--- src/rtl/chan_arb_pkg.sv ---
package chan_arb_pkg;

  // Saturate a raw priority code to the highest legal level.
  function automatic logic [7:0] prio_sat(input logic [7:0] raw, input logic [7:0] top);
    return (raw > top) ? top : raw;
  endfunction

endpackage

--- src/rtl/chan_arb_eff.sv ---
module chan_arb_eff #(
  parameter int unsigned N_CH   = 6,
  parameter int unsigned PRIO_W = 3,
  parameter int unsigned PRIO_MAX = 5
) (
  input  logic [N_CH*PRIO_W-1:0] prio_raw,
  output logic [N_CH*PRIO_W-1:0] prio_eff
);
  import chan_arb_pkg::*;

  localparam logic [7:0] TOP = 8'(PRIO_MAX);

  for (genvar ch = 0; ch < N_CH; ch++) begin : g_sat
    logic [7:0] wide;
    logic [7:0] sat;
    assign wide = 8'(prio_raw[ch*PRIO_W +: PRIO_W]);
    assign sat  = prio_sat(wide, TOP);
    assign prio_eff[ch*PRIO_W +: PRIO_W] = sat[PRIO_W-1:0];
  end
endmodule

--- src/rtl/chan_arb_pick.sv ---
module chan_arb_pick #(
  parameter int unsigned N_CH   = 6,
  parameter int unsigned PRIO_W = 3,
  parameter int unsigned IDX_W  = 3
) (
  input  logic [N_CH-1:0]        req,
  input  logic [N_CH*PRIO_W-1:0] prio_eff,
  output logic                   found,
  output logic [IDX_W-1:0]       win_idx
);
  // Linear chain: a later channel replaces the running best only on a
  // strictly higher priority, so ties resolve to the lowest index.
  logic              st_found [0:N_CH];
  logic [PRIO_W-1:0] st_prio  [0:N_CH];
  logic [IDX_W-1:0]  st_idx   [0:N_CH];

  assign st_found[0] = 1'b0;
  assign st_prio[0]  = '0;
  assign st_idx[0]   = '0;

  for (genvar ch = 0; ch < N_CH; ch++) begin : g_stage
    logic [PRIO_W-1:0] my_prio;
    logic              take;
    assign my_prio = prio_eff[ch*PRIO_W +: PRIO_W];
    assign take    = req[ch] && (!st_found[ch] || (my_prio > st_prio[ch]));
    assign st_found[ch+1] = st_found[ch] || req[ch];
    assign st_prio[ch+1]  = take ? my_prio : st_prio[ch];
    assign st_idx[ch+1]   = take ? IDX_W'(ch) : st_idx[ch];
  end

  assign found   = st_found[N_CH];
  assign win_idx = st_idx[N_CH];
endmodule

--- src/rtl/chan_arb_hold.sv ---
module chan_arb_hold #(
  parameter int unsigned N_CH  = 6,
  parameter int unsigned IDX_W = 3
) (
  input  logic             clk,
  input  logic             rst_n,
  input  logic             found,
  input  logic [IDX_W-1:0] win_idx,
  input  logic             xfer_done,
  output logic [N_CH-1:0]  grant,
  output logic [IDX_W-1:0] grant_idx,
  output logic             grant_vld
);
  localparam logic [N_CH-1:0] ONE = {{(N_CH-1){1'b0}}, 1'b1};

  logic [N_CH-1:0]  grant_q, grant_d;
  logic [IDX_W-1:0] idx_q, idx_d;
  logic             vld_q, vld_d;
  logic             decide_en;

  // A decision point is any idle cycle or the completion of a transfer.
  always_comb begin
    decide_en = !vld_q || xfer_done;
    vld_d     = found;
    idx_d     = found ? win_idx : '0;
    grant_d   = found ? (ONE << win_idx) : '0;
  end

  always_ff @(posedge clk or negedge rst_n) begin
    if (!rst_n) begin
      grant_q <= '0;
      idx_q   <= '0;
      vld_q   <= 1'b0;
    end else if (decide_en) begin
      grant_q <= grant_d;
      idx_q   <= idx_d;
      vld_q   <= vld_d;
    end
  end

  assign grant     = grant_q;
  assign grant_idx = idx_q;
  assign grant_vld = vld_q;
endmodule

--- src/rtl/chan_arb_top.sv ---
module chan_arb_top #(
  parameter int unsigned N_CH     = 6,
  parameter int unsigned PRIO_W   = 3,
  parameter int unsigned PRIO_MAX = 5
) (
  input  logic                        clk,
  input  logic                        rst_n,
  input  logic [N_CH-1:0]             req,
  input  logic [N_CH*PRIO_W-1:0]      prio,
  input  logic                        xfer_done,
  output logic [N_CH-1:0]             grant,
  output logic [$clog2(N_CH)-1:0]     grant_idx,
  output logic                        grant_vld
);
  localparam int unsigned IDX_W = $clog2(N_CH);

  logic [N_CH*PRIO_W-1:0] prio_eff;
  logic                   found;
  logic [IDX_W-1:0]       win_idx;

  chan_arb_eff #(.N_CH(N_CH), .PRIO_W(PRIO_W), .PRIO_MAX(PRIO_MAX)) eff_i (
    .prio_raw (prio),
    .prio_eff (prio_eff)
  );

  chan_arb_pick #(.N_CH(N_CH), .PRIO_W(PRIO_W), .IDX_W(IDX_W)) pick_i (
    .req      (req),
    .prio_eff (prio_eff),
    .found    (found),
    .win_idx  (win_idx)
  );

  chan_arb_hold #(.N_CH(N_CH), .IDX_W(IDX_W)) hold_i (
    .clk       (clk),
    .rst_n     (rst_n),
    .found     (found),
    .win_idx   (win_idx),
    .xfer_done (xfer_done),
    .grant     (grant),
    .grant_idx (grant_idx),
    .grant_vld (grant_vld)
  );
endmodule

--- config.mk ---
export PLATFORM = sky130hd
export DESIGN_NAME = chan_arb_top
export DESIGN_NICKNAME = d
export VERILOG_FILES = /design/src/rtl/chan_arb_pkg.sv /design/src/rtl/chan_arb_eff.sv /design/src/rtl/chan_arb_pick.sv /design/src/rtl/chan_arb_hold.sv /design/src/rtl/chan_arb_top.sv
export SDC_FILE = /design/constraint.sdc
export NUM_CORES = 1
export LEC_CHECK = 0
export CAP_MARGIN = 20
export CORE_ASPECT_RATIO = 2
export CORE_MARGIN = 3
export CORE_UTILIZATION = 30
export DETAILED_ROUTE_END_ITERATION = 8
export PLACE_DENSITY = 0.64
export RECOVER_POWER = 25
export SYNTH_ARGS = -nofsm -noshare
export SYNTH_HDL_FRONTEND = slang
export SYNTH_SLANG_ARGS = --single-unit
--- constraint.sdc ---
create_clock -name clk -period 1.7 [get_ports clk]
set_input_delay 0.34 -clock clk [delete_from_list [all_inputs] [get_ports clk]]
set_output_delay 0.34 -clock clk [all_outputs]
set_load 0.05 [all_outputs]
==> summary.txt <==
Detailed routing
  – Wirelength, routed: 4.558 mm
  – Vias: 1606
  – TritonRoute pass-1 iters: 4
  – DRC errors left: 0
  – Initial DRC Count: 23
  – Post-route ant nets: 0
  – Routed length per instance: 14.29 um
  – Number of vias per cell: 5.034

Clocking
  – H-tree levels: 1
  – CTS Sinks: 10
  – CTS clk-pin slew, worst paths: 0.05 ns
  – CTS Buf Count: 3
  – Root Buffer: clkbuf_8
  – Worst skew pair latency: 0.23 ns
  – CTS tree: done
  – Hold_buf cts: 0
  – CTS max path bufs: 2

STA
  – Final-report hold violation count: 0
  – Final setup fails: 9
  – Tightest Pin Transition: 0.4566 ns
  – Max Transition Viols Final: 0
  – Fmax: 153.6 MHz
  – Slew margin rel.: 69.46%
  – Unrepaired setup endpoints after global routing: yes
  – Final setup TNS: -42.35 ns
  – Clk_skew: 0.0007654 ns
  – Worst Slack Setup Final: -4.812 ns
  – Tmin final: 6.512 ns
  – Final worst-path cycle share: 383.1%
  – Hold_ws: 0.4746 ns

Place
  – IO Port Bufs: 36
  – Pre-CTS setup slack: -5.653 ns
  – Cell Area, Placed: 2155 um2
  – GP Congestion: 0.7755
  – Post-DP HPWL: 3.363 mm

Critical path
  – Nature of the critical path startpoint: primary input
  – Worst Path Required: 1.82 ns
  – Worst R2R Start: hold_i.grant_vld$_DFFE_PN0P_
  – Bufs and invs on worst path: 4
  – Critical Path Sink: hold_i.grant[1]$_DFFE_PN0P_
  – Worst Path Arrival: 6.63 ns
  – R2r endpoint: hold_i.grant[1]$_DFFE_PN0P_
  – Maximum net fanout on the critical path: 5
  – CP Class: primary input to register
  – Register-to-Register Path Depth: 3
  – CP dominant cell by count: ha_4
  – Crit-path max cell delay: 0.37 ns
  – Largest delay share family, worst path: compound AO/OA/AOI/OAI gates
  – Slowest cell on crit path: o311a_4
  – Setup crit end kind: register
  – CP Launch Point: prio[2]
  – Stages on worst setup path: 35
  – Reg2Reg Setup Slack: 0.60 ns

Hold path
  – Hold Path Class: register to register

Layout
  – Diode count: 0
  – Area delta synth->final: 99.62%
  – Design Area, Final: 2610 um2
  – Final net count: 309
  – Share of cells above drive strength 1: 59.18%
  – Fill cells: 338

GRT
  – Total track usage: 17.79%
  – Met2 GRT Util: 38.70%
  – Initial antenna violation count: 0
  – First-pass GRT wire length: 7.203 mm
  – Pin count of the biggest net entering global routing: 11
  – Grt met1 use: 14.91%
  – Top Usage Layer GRT: met2
  – M3 GR Usage: 1.499%
  – Vias in the first global route: 1743
  – Gr ovfl total: 0

Pwr
  – Sw Pwr: 0.9210 mW
  – Clock network power share: 13.3%
  – Seq pwr share: 15.1%
  – PwrDens: 849.9 nW/um2
  – Leak: 1.205 nW
  – Combinational share of power: 71.7%
  – Worst vdd ir: 0.0005558 V
  – Switching portion of total power: 41.52%
  – Internal power component: 1.297 mW

Die
  – I/O Pins: 37
  – Site Rows: 33
  – Die area: 5234 um2
  – Die Wd: 52.68 um
  – Die height: 99.36 um
  – Initial Util: 31.35%
  – Core area: 4170 um2

Job
  – Max Cap Viol: 0

Yosys
  – Library cells used by synthesis: 51
  – Synth warn: 0
  – Post-synth ARST share: 100.0%
  – Post-synthesis sequential area ratio: 19.14%
  – Post-synth top flop: dfrtp_1
  – Post-synth EDFFs: 0
  – Mapped cell area: 1308 um2
  – Syn_area_per_cell: 8.490 um2
  – Syn_nets: 195
  – Mapped Cells: 154
  – Synth Register Bits: 10

Outcome
  – Status: complete, but fails checks
  – Failing checks: setup timing
==> metrics by stage <==
step	power, mW	instances	utilization [%]
final	2.218	319	62.59
after CTS	2.113	312	59.50
after floorplan	1.133	154	-
after global placement	1.620	289	51.67
after global routing	2.360	319	62.59
after detailed placement	1.635	289	51.67
==> kinds of logic after synthesis <==
kind of cell             Yosys count  share of synthesized area [%]
AO/OA/AOI/OAI                     56                          32.92
AND/OR/NAND/NOR                   55                          26.70
buffers and inverters             16                          5.167
adder cells (fa/ha/maj)           14                          13.40
flip-flops                        10                          19.14
multiplexers                       3                          2.679
==> how the worst min path moves through the flow <==
stage                           startpoint                      endpoint  slack [ns]  cells after the start
6_report       hold_i.grant[4]$_DFFE_PN0P_   hold_i.grant[4]$_DFFE_PN0P_        0.47                      2
5_1_grt        hold_i.grant[4]$_DFFE_PN0P_   hold_i.grant[4]$_DFFE_PN0P_        0.51                      2
4_1_cts                              rst_n  hold_i.grant_vld$_DFFE_PN0P_        0.44                      1
3_5_place_dp   hold_i.grant[4]$_DFFE_PN0P_   hold_i.grant[4]$_DFFE_PN0P_        0.47                      2
3_3_place_gp   hold_i.grant[4]$_DFFE_PN0P_   hold_i.grant[4]$_DFFE_PN0P_        0.46                      2
2_1_floorplan                        rst_n   hold_i.grant[0]$_DFFE_PN0P_        0.04                      0
==> registers in the layout, summed over array words and instances (netlist names) <==
| signal | count |
|---|---|
| hold_i.grant_vld | 1 |
| hold_i.grant | 6 |
| hold_i.grant_idx | 3 |
==> layout make-up <==
type                            count  area [um2]  share of cell area [%]
Timing Repair Buffer              116       935.9                   35.86
Tap cell                           52       65.06                   2.493
Multi-Input combinational cell    128        1260                   48.27
Clock buffer                        4       55.05                   2.109
Inverter                            9       43.79                   1.678
Sequential cell                    10       250.2                   9.588
==> cells in the mapped netlist (2+ instances only) <==
library cell	instances	share of area, %
ha_1	14	13
a21oi_1	11	4.2
nand2_1	11	3.2
dfrtp_1	10	19
nor2_1	10	2.9
nor2b_1	9	4.3
inv_1	8	2.3
o21ai_1	7	2.7
o21ai_0	6	2.3
clkbuf_1	5	1.4
nand3_1	5	1.9
o21a_1	4	2.3
a31oi_1	3	1.4
a32o_1	3	2.3
and2_1	3	1.4
a22o_1	2	1.3
a32oi_1	2	1.3
mux2i_1	2	1.5
nand2b_1	2	0.96
nand3b_1	2	1.1
nor3_1	2	0.77
nor3_2	2	1.5
o211ai_1	2	1.1
o311a_1	2	1.5
==> what timing repair did <==
action                                  in CTS  in global routing
buffers inserted                            19                  8
gates resized for setup                     63                 19
pin swaps                                   36                 26
endpoints found under the setup margin      10                 10
==> power groups by stage <==
stage / clock network (mW) / registers, mW / logic [mW]
3_3_place_gp: 0 / 0.338 / 1.28
6_report: 0.294 / 0.334 / 1.59
3_5_place_dp: 0 / 0.338 / 1.30
5_1_grt: 0.309 / 0.343 / 1.71
2_1_floorplan: 0 / 0.558 / 0.575
4_1_cts: 0.295 / 0.334 / 1.48
==> layer usage <==
metal / up-vias / share of wire, %
li1: 800 / -
met1: 761 / 30
met2: 35 / 65
met3: 10 / 2.0
met4: 0 / 2.3
met5: - / 0
==> tightest hold or removal path: stages (launching register included) <==
cell     delay, ns
dfrtp_1       0.34
nand2_1       0.05
nand2_1       0.05
==> layout by cell type (no fill, tap or decap), drive strengths merged, types with 2 or more instances in the layout <==
cell           count
o21a               5
nor2b             10
a21oi             11
a32oi              2
o311a              2
o211ai             3
nand2             12
dfrtp             10
nor2              10
inv                8
ha                14
a32o               3
a22o               2
mux2i              2
and2               3
a21boi             2
clkdlybuf4s50     15
clkbuf             6
nand3              5
nand2b             3
nor3               4
buf               96
nand3b             2
a31oi              4
o21ai             14
No activity file was read; power rests on OpenSTA's default activity.
